[src/rtl/i2cbm_pkg.sv]
package i2cbm_pkg;
  localparam int REG_W = 12;

  localparam int CB_START   = 0;
  localparam int CB_STOP    = 1;
  localparam int CB_NACK    = 2;
  localparam int CB_GO      = 3;
  localparam int CB_UEN     = 4;
  localparam int CB_SCLEN   = 5;
  localparam int CB_URST    = 6;
  localparam int CB_IE_LO   = 8;
  localparam int CB_IE_HI   = 11;

  localparam int SB_BUSY    = 0;
  localparam int SB_FLAG_LO = 1;
  localparam int SB_FLAG_HI = 4;

  localparam logic [1:0] A_CTRL = 2'd0;
  localparam logic [1:0] A_STAT = 2'd1;
  localparam logic [1:0] A_OWN  = 2'd2;
  localparam logic [1:0] A_DBUF = 2'd3;

  localparam int EV_TXE  = 0;
  localparam int EV_RXF  = 1;
  localparam int EV_AL   = 2;
  localparam int EV_BERR = 3;

  typedef enum logic [2:0] {
    E_IDLE, E_START, E_BIT, E_ACK, E_STOP, E_HOLD
  } eng_state_e;
endpackage

[src/rtl/i2cbm_tick.sv]
module i2cbm_tick #(
  parameter int QDIV = 4
) (
  input  logic clk,
  input  logic rst_n,
  input  logic run,
  output logic tick
);
  localparam int CW = $clog2(QDIV) + 1;

  logic [CW-1:0] cnt_q, cnt_d;

  always_comb begin
    tick  = run && (cnt_q == CW'(QDIV - 1));
    cnt_d = cnt_q + CW'(1);
    if (!run || tick) cnt_d = '0;
  end

  always_ff @(posedge clk or negedge rst_n) begin
    if (!rst_n) cnt_q <= '0;
    else        cnt_q <= cnt_d;
  end
endmodule

[src/rtl/i2cbm_engine.sv]
module i2cbm_engine
  import i2cbm_pkg::*;
(
  input  logic       clk,
  input  logic       rst_n,
  input  logic       clr,
  input  logic       tick,
  input  logic       run,
  input  logic       go,
  input  logic       cmd_start,
  input  logic       cmd_stop,
  input  logic       cmd_nack,
  input  logic [7:0] tx_byte,
  input  logic       scl_in,
  input  logic       sda_in,
  output logic       scl_low,
  output logic       sda_low,
  output logic       busy,
  output logic [3:0] evt,
  output logic       done,
  output logic [7:0] rx_byte
);
  eng_state_e st_q, st_d;
  logic [1:0] ph_q, ph_d;
  logic [2:0] bit_q, bit_d;
  logic [7:0] sh_q, sh_d;
  logic samp_q, samp_d, rdm_q, rdm_d, xmit_q, xmit_d;
  logic stop_q, stop_d, nack_q, nack_d, busy_q, busy_d;
  logic last_ph;

  assign last_ph = tick && (ph_q == 2'd3);

  always_comb begin
    st_d = st_q; ph_d = ph_q; bit_d = bit_q; sh_d = sh_q; samp_d = samp_q;
    rdm_d = rdm_q; xmit_d = xmit_q; stop_d = stop_q; nack_d = nack_q;
    busy_d = busy_q; evt = '0; done = 1'b0;
    if (tick) ph_d = ph_q + 2'd1;
    case (st_q)
      E_IDLE, E_HOLD: begin
        ph_d = '0;
        if (go && run) begin
          sh_d = tx_byte; stop_d = cmd_stop; nack_d = cmd_nack; bit_d = 3'd7;
          if (cmd_start) begin
            st_d = E_START; rdm_d = tx_byte[0]; xmit_d = 1'b1; busy_d = 1'b1;
          end else if (st_q == E_HOLD) begin
            st_d = E_BIT; xmit_d = ~rdm_q;
          end else begin
            done = 1'b1;
          end
        end
      end
      E_START: if (last_ph) st_d = E_BIT;
      E_BIT: begin
        if (tick && ph_q == 2'd2) begin
          samp_d = sda_in;
          if (xmit_q && sh_q[7] && scl_in && !sda_in) begin
            st_d = E_IDLE; busy_d = 1'b0; evt[EV_AL] = 1'b1; done = 1'b1;
          end
        end
        if (last_ph) begin
          sh_d = {sh_q[6:0], samp_q};
          if (bit_q == 3'd0) st_d = E_ACK;
          else               bit_d = bit_q - 3'd1;
        end
      end
      E_ACK: begin
        if (tick && ph_q == 2'd2) samp_d = sda_in;
        if (last_ph) begin
          if (xmit_q && samp_q) begin
            st_d = E_IDLE; busy_d = 1'b0; evt[EV_BERR] = 1'b1; done = 1'b1;
          end else begin
            evt[EV_TXE] = xmit_q;
            evt[EV_RXF] = ~xmit_q;
            if (stop_q) st_d = E_STOP;
            else begin st_d = E_HOLD; done = 1'b1; end
          end
        end
      end
      E_STOP: if (last_ph) begin st_d = E_IDLE; busy_d = 1'b0; done = 1'b1; end
      default: st_d = E_IDLE;
    endcase
    if (clr) begin
      st_d = E_IDLE; busy_d = 1'b0; ph_d = '0; evt = '0; done = 1'b0;
    end
  end

  always_comb begin
    scl_low = 1'b0;
    sda_low = 1'b0;
    case (st_q)
      E_HOLD:  scl_low = 1'b1;
      E_START: begin scl_low = (ph_q == 2'd0) || (ph_q == 2'd3); sda_low = ph_q[1]; end
      E_BIT:   begin scl_low = (ph_q == 2'd0) || (ph_q == 2'd3); sda_low = xmit_q & ~sh_q[7]; end
      E_ACK:   begin scl_low = (ph_q == 2'd0) || (ph_q == 2'd3); sda_low = ~xmit_q & ~nack_q; end
      E_STOP:  begin scl_low = (ph_q == 2'd0); sda_low = ~ph_q[1]; end
      default: ;
    endcase
  end

  always_ff @(posedge clk or negedge rst_n) begin
    if (!rst_n) begin
      st_q <= E_IDLE; ph_q <= '0; bit_q <= '0; sh_q <= '0; samp_q <= 1'b1;
      rdm_q <= 1'b0; xmit_q <= 1'b0; stop_q <= 1'b0; nack_q <= 1'b0; busy_q <= 1'b0;
    end else begin
      st_q <= st_d; ph_q <= ph_d; bit_q <= bit_d; sh_q <= sh_d; samp_q <= samp_d;
      rdm_q <= rdm_d; xmit_q <= xmit_d; stop_q <= stop_d; nack_q <= nack_d; busy_q <= busy_d;
    end
  end

  assign busy    = busy_q;
  assign rx_byte = sh_q;
endmodule

[src/rtl/i2cbm_regs.sv]
module i2cbm_regs
  import i2cbm_pkg::*;
(
  input  logic             clk,
  input  logic             rst_n,
  input  logic             we,
  input  logic [1:0]       addr,
  input  logic [REG_W-1:0] wdata,
  output logic [REG_W-1:0] rdata,
  input  logic [3:0]       evt,
  input  logic             done,
  input  logic             busy,
  input  logic [7:0]       rx_byte,
  output logic [REG_W-1:0] ctrl,
  output logic [3:0]       flags,
  output logic [7:0]       dbuf,
  output logic             unit_clr,
  output logic             irq
);
  logic [REG_W-1:0] ctrl_q, ctrl_d;
  logic [3:0]       flags_q, flags_d;
  logic [7:0]       dbuf_q, dbuf_d;
  logic [6:0]       own_q, own_d;

  always_comb begin
    unit_clr = we && (addr == A_CTRL) && wdata[CB_URST];
    ctrl_d   = ctrl_q;
    if (done) begin
      ctrl_d[CB_START] = 1'b0;
      ctrl_d[CB_STOP]  = 1'b0;
      ctrl_d[CB_GO]    = 1'b0;
    end
    if (we && addr == A_CTRL) ctrl_d = unit_clr ? '0 : wdata;
    flags_d = flags_q;
    if (we && addr == A_STAT) flags_d = flags_q & ~wdata[SB_FLAG_HI:SB_FLAG_LO];
    flags_d = flags_d | evt;
    dbuf_d = dbuf_q;
    if (we && addr == A_DBUF) dbuf_d = wdata[7:0];
    if (evt[EV_RXF])          dbuf_d = rx_byte;
    own_d = own_q;
    if (we && addr == A_OWN)  own_d = wdata[6:0];
  end

  always_ff @(posedge clk or negedge rst_n) begin
    if (!rst_n) begin
      ctrl_q <= '0; flags_q <= '0; dbuf_q <= '0; own_q <= '0;
    end else begin
      ctrl_q <= ctrl_d; flags_q <= flags_d; dbuf_q <= dbuf_d; own_q <= own_d;
    end
  end

  always_comb begin
    rdata = '0;
    case (addr)
      A_CTRL: rdata = ctrl_q;
      A_STAT: rdata = REG_W'({flags_q, busy});
      A_OWN:  rdata = REG_W'(own_q);
      default: rdata = REG_W'(dbuf_q);
    endcase
  end

  assign irq   = |(flags_q & ctrl_q[CB_IE_HI:CB_IE_LO]);
  assign ctrl  = ctrl_q;
  assign flags = flags_q;
  assign dbuf  = dbuf_q;
endmodule

[src/rtl/i2c_byte_master.sv]
module i2c_byte_master
  import i2cbm_pkg::*;
#(
  parameter int QDIV = 4
) (
  input  logic             clk,
  input  logic             rst_n,
  input  logic             reg_we,
  input  logic [1:0]       reg_addr,
  input  logic [REG_W-1:0] reg_wdata,
  output logic [REG_W-1:0] reg_rdata,
  output logic             irq,
  input  logic             scl_in,
  output logic             scl_oe,
  input  logic             sda_in,
  output logic             sda_oe
);
  logic [REG_W-1:0] ctrl_q;
  logic [3:0]       flags_q, evt;
  logic [7:0]       dbuf, rx_byte;
  logic             unit_clr, tick, run, done, busy, scl_low, sda_low;

  assign run = ctrl_q[CB_UEN] & ctrl_q[CB_SCLEN];

  i2cbm_tick #(.QDIV(QDIV)) u_tick (
    .clk(clk), .rst_n(rst_n), .run(run), .tick(tick)
  );

  i2cbm_regs u_regs (
    .clk(clk), .rst_n(rst_n), .we(reg_we), .addr(reg_addr), .wdata(reg_wdata),
    .rdata(reg_rdata), .evt(evt), .done(done), .busy(busy), .rx_byte(rx_byte),
    .ctrl(ctrl_q), .flags(flags_q), .dbuf(dbuf), .unit_clr(unit_clr), .irq(irq)
  );

  i2cbm_engine u_eng (
    .clk(clk), .rst_n(rst_n), .clr(unit_clr), .tick(tick), .run(run),
    .go(ctrl_q[CB_GO]), .cmd_start(ctrl_q[CB_START]), .cmd_stop(ctrl_q[CB_STOP]),
    .cmd_nack(ctrl_q[CB_NACK]), .tx_byte(dbuf), .scl_in(scl_in), .sda_in(sda_in),
    .scl_low(scl_low), .sda_low(sda_low), .busy(busy), .evt(evt), .done(done),
    .rx_byte(rx_byte)
  );

  assign scl_oe = scl_low & run;
  assign sda_oe = sda_low & ctrl_q[CB_UEN];
endmodule

[config.mk]
export PLATFORM = sky130hd
export DESIGN_NAME = i2c_byte_master
export DESIGN_NICKNAME = d
export VERILOG_FILES = /design/src/rtl/i2cbm_pkg.sv /design/src/rtl/i2cbm_tick.sv /design/src/rtl/i2cbm_engine.sv /design/src/rtl/i2cbm_regs.sv /design/src/rtl/i2c_byte_master.sv
export SDC_FILE = /design/constraint.sdc
export NUM_CORES = 1
export LEC_CHECK = 0
export BUFFER_PORTS_ARGS = -buffer_cell sky130_fd_sc_hd__buf_2
export CAP_MARGIN = 10
export CORE_UTILIZATION = 60
export CTS_CLUSTER_DIAMETER = 150
export DETAILED_ROUTE_END_ITERATION = 6
export PLACE_DENSITY = 0.81
export SLEW_MARGIN = 20
export SYNTH_ARGS = -nofsm -noshare
export SYNTH_HDL_FRONTEND = slang
export SYNTH_HIERARCHICAL = 1
export SYNTH_SLANG_ARGS = --single-unit
[constraint.sdc]
create_clock -name clk -period 4.6 [get_ports clk]
set_input_delay 0.23 -clock clk [delete_from_list [all_inputs] [get_ports clk]]
set_output_delay 0.23 -clock clk [all_outputs]
set_load 0.02 [all_outputs]
# == Word level (Yosys, flattened, before mapping) ==
# Cells that the tools add are included.
# totals
register_bits,56
input_bits,19
# op_classes
addsub,3
n_eq_ne,23
muxes,65
bitwise_logic,14
reduce_logical,39
# op_table
op,n
3-bit 2-to-1 mux,16
12-bit case mux with 3 select lines,1
8-bit 2-to-1 mux,4
1-bit 2-to-1 mux,26
"3-bit by 1-bit != test with 1-bit output, second input constant",7
8-bit case mux with 2 select lines,1
3-bit case mux with 5 select lines,1
2-bit 2-to-1 mux,7
1-bit logical AND,13
12-bit 2-to-1 mux,1
4-bit 2-to-1 mux,3
1-bit case mux with 4 select lines,3
"3-bit by 2-bit == test with 1-bit output, second input constant",3
3-bit AND reduction,3
4-bit bitwise AND,2
"2-bit == test, second input constant",4
8-bit AND reduction,1
2-bit nonzero test,4
"3-bit == test, second input constant",2
3-bit zero test,2
3-bit case mux with 2 select lines,1
1-bit bitwise AND,5
1-bit inverter,5
5-bit AND reduction,1
other kinds (22),28

# == Longest topological paths before layout ==
# Gate-level depths: netlist of run 1.
# logic_depth
depth_word,9
depth_mapped,12
depth_no_buf,10

# == By module ==
# The synthesis of run 1 kept the hierarchy.
# modules_own_cells
module,instances,cells_each,area_each_um2,seq_area_each_um2
i2cbm_regs,1,120,1706.6,775.7
i2cbm_engine,1,171,1428.9,551.8
i2cbm_tick,1,10,135.1,75.1
i2c_byte_master,1,3,20.0,0.0

# == Worst setup path before layout of run 1 ==
# OpenSTA, ideal clock, no wires.
# synth_path
kind,input-to-reg
from,input reg_addr[1]
to,"register u_regs.dbuf_q[0], in the netlist u_regs/dbuf[0]"
setup_ns,0.125
t_arrival_ns,2.233
required_ns,4.475
slack_ns,2.242
path_stages,12
path_buffers,5
cell_sequence,buf_6 -> nor3b_4 -> buf_6 -> and2_1 -> clkbuf_1 -> nor2_1 -> nand2_1 -> nor2_1 -> buf_4 -> a31o_2 -> buf_6 -> mux2_4
# synth_via
elab_chain_len,5
# synth_rtl
item,line_no,text
from (decl),i2c_byte_master.sv:9,"input logic [1:0] reg_addr,"
2-bit zero test (*),i2cbm_regs.sv:26,unit_clr = we && (addr == A_CTRL) && wdata[CB_URST];
1-bit logical AND (*) (2 in series),i2cbm_regs.sv:26,
via unit_clr,i2c_byte_master.sv:21,"logic unit_clr, tick, run, done, busy, scl_low, sda_low;"
4-bit 2-to-1 mux (*),i2cbm_engine.sv:82,if (clr) begin
via evt[1],i2c_byte_master.sv:19,"logic [3:0] flags_q, evt;"
8-bit 2-to-1 mux or 2-bit nonzero test (tied branches),--,
to (signal assigned),i2cbm_regs.sv:48,ctrl_q <= ctrl_d; flags_q <= flags_d; dbuf_q <= dbuf_d; own_q <= own_d;
to (decl),i2cbm_regs.sv:22,"logic [7:0] dbuf_q, dbuf_d;"
# The timed path passes the listed nets; every way through them passes the cells marked *.
# A chain may end at the register's enable or synchronous reset.

# == Worst setup path after layout of run 1 ==
# layout_path
from,register u_eng.st_q[1]
to,"register u_regs.dbuf_q[7], in the netlist u_regs/dbuf[7]"
# layout_via
elab_chain_len,4
# layout_rtl
item,line_no,text
from (decl),i2cbm_engine.sv:23,"eng_state_e st_q, st_d;"
from (signal assigned),i2cbm_engine.sv:102,st_q <= E_IDLE; ph_q <= '0; bit_q <= '0; sh_q <= '0; samp_q <= 1'b1;
from (signal assigned),i2cbm_engine.sv:105,st_q <= st_d; ph_q <= ph_d; bit_q <= bit_d; sh_q <= sh_d; samp_q <= samp_d;
3-bit by 2-bit == test with 1-bit output (*),i2cbm_engine.sv:38,case (st_q)
2-bit 2-to-1 mux (*),i2cbm_engine.sv:38,
4-bit 2-to-1 mux (*),i2cbm_engine.sv:82,
via evt[1],i2c_byte_master.sv:19,
8-bit 2-to-1 mux or 2-bit nonzero test (tied branches),--,
# Marks and branches as above.

==> flow_summary_export.csv, run 1 <==
group,metric,value,unit
status,status,"finished, final reports clean",
grt,antenna_found_initial,0,
clock_network,clock_latency,320,ps
worst_setup_path,cp-startpoint,"u_eng/st_q[1]",
grt,grt_max_degree,57,
clock_network,numCtsBuffers,5,
clock_network,hold_buffers,0,
place,io_buffers,33,
routing,via_per_inst,6.16,
worst_setup_path,critPathArrivalTime,3190,ps
routing,ant_nets,0,
worst_setup_path,worstPathCellList,"nor2b_1 > nand2_1 > nor2_1 > nand2_1 > nor2_1 > a31o_2 > mux2_4",
job,cap_violations,0,
yosys,netlist_area,0.00329,sq mm
timing,fin_skew,8.19,ps
yosys,synth_edf_count,0,
grt,grt_pass1_vias,2411,
grt,grt_remaining_overflow,0,
grt,grt_usage,0.262,
worst_setup_path,cp.depth,7,
routing,wl_per_cell,17.7,um
clock_network,cts_sinks,56,
hold_path,hold_path.class,"in2async",
timing,slew_violations,0,
yosys,yosys-top-cells-count,"dfrtp_1 (55), nand2_1 (32), mux2_2 (24)",
yosys,yosysMostFrequentCell,"dfrtp_1",
worst_setup_path,cpMaxStageDelayCell,"dfrtp_1",
floorplanning,ios,34,
yosys,ys_seq_area_frac,0.426,
worst_setup_path,endpoint_kind,"flip-flop",
timing,finalSetupTns,0,ps
cells_and_area,n_antenna_cell,0,
pwr,p_leak,0.00164,uW
cells_and_area,syn2layout_area_growth,6.88,%
yosys,ys_types,52,
routing,first_iter_violations,290,
timing,final-hold-violation-count,0,
yosys,synthTopCellsByArea,"dfrtp_1 (42%), mux2_2 (8.2%), mux2_4 (5.9%)",
worst_setup_path,startpoint_type,"flip-flop",
timing,holdWs,30.9,ps
clock_network,clk_path_buf_depth,2,
place,dp_hpwl,5040,um
cells_and_area,fin_nets,352,
worst_setup_path,cp_num_buf_inv,0,
worst_setup_path,crit_required,4810,ps
pwr,power.density,426,mW/mm^2
routing,routed_wl,7020,um
routing,vias,2444,
pwr,irDropWorstVdd,0.291,mV
yosys,synthFlopType,"dfrtp_1",
grt,grt_pass1_wl,11800,um
yosys,synth.avg_cell_area,10.8,sq um
cells_and_area,drive_gt1_frac,0.287,
floorplanning,die-area,0.00578,sq mm
floorplanning,rows,26,
worst_setup_path,crit_path_max_incr_delay,660,ps
yosys,synth-async-reset-ratio,1.00,
worst_setup_path,crit_type,"reg2reg",
yosys,yosysTopAreaCell,"dfrtp_1",
clock_network,post_cts_resized,0,
worst_setup_path,path_delay_family,"simple AND/OR/NAND/NOR gates",
clock_network,cts_tree,"built",
yosys,synth_nets,330,
timing,worstMarginPinSlew,806,ps
routing,drc,0,
worst_setup_path,rr_endpoint,"u_regs/dbuf[7]",
worst_setup_path,r2r_start,"u_eng/st_q[1]",
routing,drt_pass1_iterations,5,
clock_network,clk_pin_slew,110,ps
clock_network,cts_setup_buffers,0,
place,placed_cells,389,
yosys,yosysWarnings,6,
yosys,ys_ff_latch,56,
clock_network,ctsHtreeMaxLevel,2,
timing,max_freq,335,MHz
timing,rsz0062_at_grt,"no",
timing,period_needed,2980,ps
timing,setup_viol_count_final,0,
worst_setup_path,reg2reg_slack,1620,ps
worst_setup_path,rr_worst_depth,7,
yosys,syn_inst,304,
yosys,netlist.area_leader.share,0.418,
floorplanning,die-height,76.1,um
clock_network,root_buffer,"clkbuf_8",
floorplanning,initial_core_util,0.632,
floorplanning,core,0.00520,sq mm
cells_and_area,stdcell_count,397,
worst_setup_path,crit_path_end,"u_regs/dbuf[7]",
floorplanning,die_w,76.1,um
timing,period_share,0.648,
place,place_congestion,0.928,
worst_setup_path,crit_fanout,16,
timing,max_slew_margin,0.460,
## worst register-to-register path: cells and delay by family, from the launching register on
family / cells / cell delay [ps]
compound gates: 1 / 410
simple gates: 5 / 1460
mux: 1 / 340
flops: 1 / 660
## worst min path at each step
stage	from	end	slack [ps]	cells after the start
CTS	rst_n	u_tick/cnt_q[0]	60	2
finish	rst_n	u_eng/ph_q[1]	30	2
global placement	rst_n	u_tick/cnt_q[2]	400	2
floorplan	rst_n	u_eng/bit_q[0]	-70	0
detailed placement	rst_n	u_tick/cnt_q[0]	410	2
global route	rst_n	u_tick/cnt_q[0]	110	2
## where the power goes
group | internal (uW) | leakage (uW) | switching (uW) | total (uW)
logic | 230 | 0.000875 | 250 | 480
registers | 597 | 0.000723 | 135 | 732
clock network | 112 | 0.0000463 | 174 | 286
## kinds of logic (layout without fill, tap and decap cells)
logic type,after synthesis,in the layout,share of synthesized area
flip-flops,56,56,0.426
AO/OA/AOI/OAI,53,53,0.111
AND/OR/NAND/NOR,112,112,0.186
XOR/XNOR,2,2,0.00761
adder cells (fa/ha/maj),8,8,0.0297
multiplexers,47,47,0.191
buffers and inverters,26,49,0.0487
## metrics by stage
| step | util | total power, uW | cell area (sq um) | worst slack, ps |
|---|---|---|---|---|
| finish | 0.676 | 1500 | 3520 | 1620 |
| global route | 0.676 | 1590 | 3520 | 1430 |
| CTS | 0.676 | 1500 | 3520 | 1670 |
| detailed placement | 0.657 | 1210 | 3420 | 1630 |
| global placement | 0.657 | 1190 | 3420 | 1760 |
| floorplan | - | 1080 | 3290 | 2240 |
## state kept, by name (all words and copies together), names as in the netlist
signal         flops
u_eng/bit_q        3
u_eng/busy         1
u_eng/nack_q       1
u_eng/ph_q         2
u_eng/rdm_q        1
u_eng/rx_byte      8
u_eng/samp_q       1
u_eng/st_q         3
u_eng/stop_q       1
u_eng/xmit_q       1
u_regs/ctrl       12
u_regs/dbuf        8
u_regs/flags       4
u_regs/own_q       7
u_tick/cnt_q       3
## routing by layer
metal	GRT usage	vias up	part of all wire
met2	0.405	96	0.47
met1	0.368	1204	0.45
met5	0	-	0
li1	-	1127	-
met3	0.0491	17	0.064
met4	0.100	0	0.014
## layout make-up
cell class              count  area (sq um)
repair buffers             35           180
inverters                   6          22.5
clock buffers               5          68.8
multi-input cells         222          1730
flip-flops and latches     56          1400
fillers                   390          1690
well taps                  70          87.6
clock inverters             3          27.5
## cells in the final DEF (no fill, tap or decap), types with 7 or more instances in the layout
cell	n
ha_1	7
nand2b_1	9
mux2_4	13
nor2_1	21
mux2_2	24
nand2_1	32
a21oi_1	12
nor2b_1	11
dfrtp_1	55
buf_2	33
a31oi_1	10
a21o_1	8
Power figures use the tool's default switching activity.
==> inputs of run 2 (changes only) <==
--- a/config.mk
+++ b/config.mk
@@ -7,10 +7,10 @@
 export LEC_CHECK = 0
 export BUFFER_PORTS_ARGS = -buffer_cell sky130_fd_sc_hd__buf_2
 export CAP_MARGIN = 10
-export CORE_UTILIZATION = 60
+export CORE_UTILIZATION = 59
 export CTS_CLUSTER_DIAMETER = 150
 export DETAILED_ROUTE_END_ITERATION = 6
-export PLACE_DENSITY = 0.81
+export PLACE_DENSITY = 0.8
 export SLEW_MARGIN = 20
 export SYNTH_ARGS = -nofsm -noshare
 export SYNTH_HDL_FRONTEND = slang
==> constraint.sdc (replaced) <==
create_clock -name clk -period 2.9 [get_ports clk]
set_input_delay 0.145 -clock clk [delete_from_list [all_inputs] [get_ports clk]]
set_output_delay 0.145 -clock clk [all_outputs]
set_load 0.02 [all_outputs]
==> run 2 against run 1 <==
- hold slack better by 60 ps
- critical path depth is 2 higher
- register-to-register slack worse by 1200 ps
- total power is 60% higher
- setup slack worse by 1200 ps
- largest power group unchanged
- highest routed layer unchanged
==> flow_summary_export.csv, run 2 (synthesis gave the netlist of run 1 again) <==
group,metric,value,unit
routing,drc,0,
clock_network,cts_tree,"built",
clock_network,clk_path_buf_depth,2,
clock_network,root_buffer,"clkbuf_8",
cells_and_area,mostFrequentLayoutCell,"dfrtp_1",
floorplanning,initial_core_util,0.628,
routing,wl_per_cell,18.1,um
cells_and_area,nFillCells,390,
worst_setup_path,cp-startpoint,"u_tick/cnt_q[0]",
floorplanning,die-height,76.7,um
routing,via_per_inst,5.98,
worst_setup_path,r2r_start,"u_tick/cnt_q[0]",
floorplanning,die_w,76.7,um
worst_setup_path,rr_endpoint,"u_regs/dbuf[2]",
worst_setup_path,endpoint_kind,"flip-flop",
timing,max_slew_margin,0.531,
grt,grt_remaining_overflow,0,
cells_and_area,drive_gt1_frac,0.304,
cells_and_area,fin_nets,361,
worst_setup_path,cpMostUsedCell,"ha_1",
timing,final-hold-violation-count,0,
timing,max_freq,408,MHz
grt,antenna_found_initial,0,
routing,vias,2426,
timing,worstMarginPinSlew,703,ps
grt,grt_max_degree,57,
routing,ant_nets,0,
worst_setup_path,worstPathCellList,"ha_1 > ha_1 > and2_2 > and2_0 > nand2_1 > nor2_1 > buf_4 > a31o_2 > mux2_4",
routing,routed_wl,7340,um
timing,slew_violations,0,
clock_network,clock_latency,320,ps
grt,grt_pass1_vias,2399,
routing,first_iter_violations,225,
cells_and_area,n_antenna_cell,0,
pwr,irDropWorstVdd,0.401,mV
cells_and_area,syn2layout_area_growth,8.82,%
clock_network,cts_sinks,56,
cells_and_area,largest_reg_flops,12,
status,status,"finished, final reports clean",
worst_setup_path,startpoint_type,"flip-flop",
clock_network,numCtsBuffers,5,
clock_network,cts_setup_buffers,0,
worst_setup_path,crit_fanout,10,
floorplanning,rows,26,
floorplanning,die-area,0.00588,sq mm
clock_network,post_cts_resized,0,
grt,grt_usage,0.262,
floorplanning,ios,34,
worst_setup_path,crit_required,3110,ps
place,dp_hpwl,5290,um
worst_setup_path,cpMaxStageDelayCell,"dfrtp_1",
timing,fin_skew,11.3,ps
hold_path,hold_path.class,"in2reg",
timing,period_needed,2450,ps
place,place_congestion,0.903,
timing,finalSetupTns,0,ps
worst_setup_path,critPathArrivalTime,2660,ps
routing,drt_pass1_iterations,5,
floorplanning,core,0.00524,sq mm
worst_setup_path,rr_worst_depth,9,
worst_setup_path,crit_type,"reg2reg",
clock_network,clk_pin_slew,100,ps
grt,grt_pass1_wl,12000,um
place,io_buffers,33,
timing,setup_viol_count_final,0,
worst_setup_path,crit_path_max_incr_delay,370,ps
timing,period_share,0.846,
clock_network,ctsHtreeMaxLevel,2,
job,cap_violations,0,
cells_and_area,final_cell_mix,"dfrtp_1 (55), buf_2 (33), nand2_1 (32)",
timing,rsz0062_at_grt,"no",
pwr,p_leak,0.00169,uW
worst_setup_path,reg2reg_slack,450,ps
pwr,power.density,671,mW/mm^2
timing,holdWs,90.5,ps
worst_setup_path,crit_path_end,"u_regs/dbuf[2]",
## run 2: changes by cell type in the layout (fill, tap and decap cells not counted), sizes merged
cell         before  now
buf              35   43
dlygate4sd3       0    1
## run 2: worst min-delay path by stage
stage,startpoint,slack [ps],endpoint,depth (start not counted)
floorplan,rst_n,-150,u_eng/bit_q[0],0
global placement,rst_n,330,u_eng/st_q[0],2
detailed placement,rst_n,320,u_eng/st_q[0],2
CTS,sda_in,90,u_eng/samp_q,2
global route,sda_in,90,u_eng/samp_q,2
finish,sda_in,90,u_eng/samp_q,2
## run 2: final cells by class
type | instances | area (sq um) | share of cell area
Multi-Input combinational cell | 222 | 1730 | 0.483
Sequential cell | 56 | 1400 | 0.392
Timing Repair Buffer | 44 | 250 | 0.0699
Tap cell | 70 | 87.6 | 0.0245
Clock buffer | 5 | 68.8 | 0.0192
Inverter | 6 | 22.5 | 0.00629
Clock inverter | 3 | 21.3 | 0.00594
## run 2: per-stage QoR
step                setup slack (ps)  instance area [sq um]   util  instances  power [uW]
floorplan                        627                   3290      -        304        1710
global placement                 550                   3480  0.665        397        1940
detailed placement               465                   3480  0.665        397        1980
CTS                              445                   3580  0.684        406        2410
global route                     302                   3580  0.684        406        2540
finish                           448                   3580  0.684        406        2400
## run 2: metal layers
| metal | share of wire | GRT usage | up-vias |
|---|---|---|---|
| li1 | - | - | 1138 |
| met1 | 0.44 | 0.360 | 1193 |
| met2 | 0.47 | 0.410 | 82 |
| met3 | 0.068 | 0.0583 | 13 |
| met4 | 0.018 | 0.0885 | 0 |
| met5 | 0 | 0 | - |
## run 2: critical path: cells and delay by family, from the launching register on
kind / cells / cell delay [ps]
fa+ha+maj: 2 / 350
compound gates: 1 / 320
simple gates: 4 / 770
mux: 1 / 330
flops: 1 / 370
buf+inv: 1 / 200
## run 2: repair_timing
action,4_1_cts,5_1_grt
endpoints found under the setup margin,0,0
hold endpoints to repair,55,0
hold buffers,1,0
## run 2: report_power, final
group	total, uW	switching, uW	internal [uW]
sequential	1100	150	948
clock	432	260	172
combinational	874	477	397
total	2400	887	1520
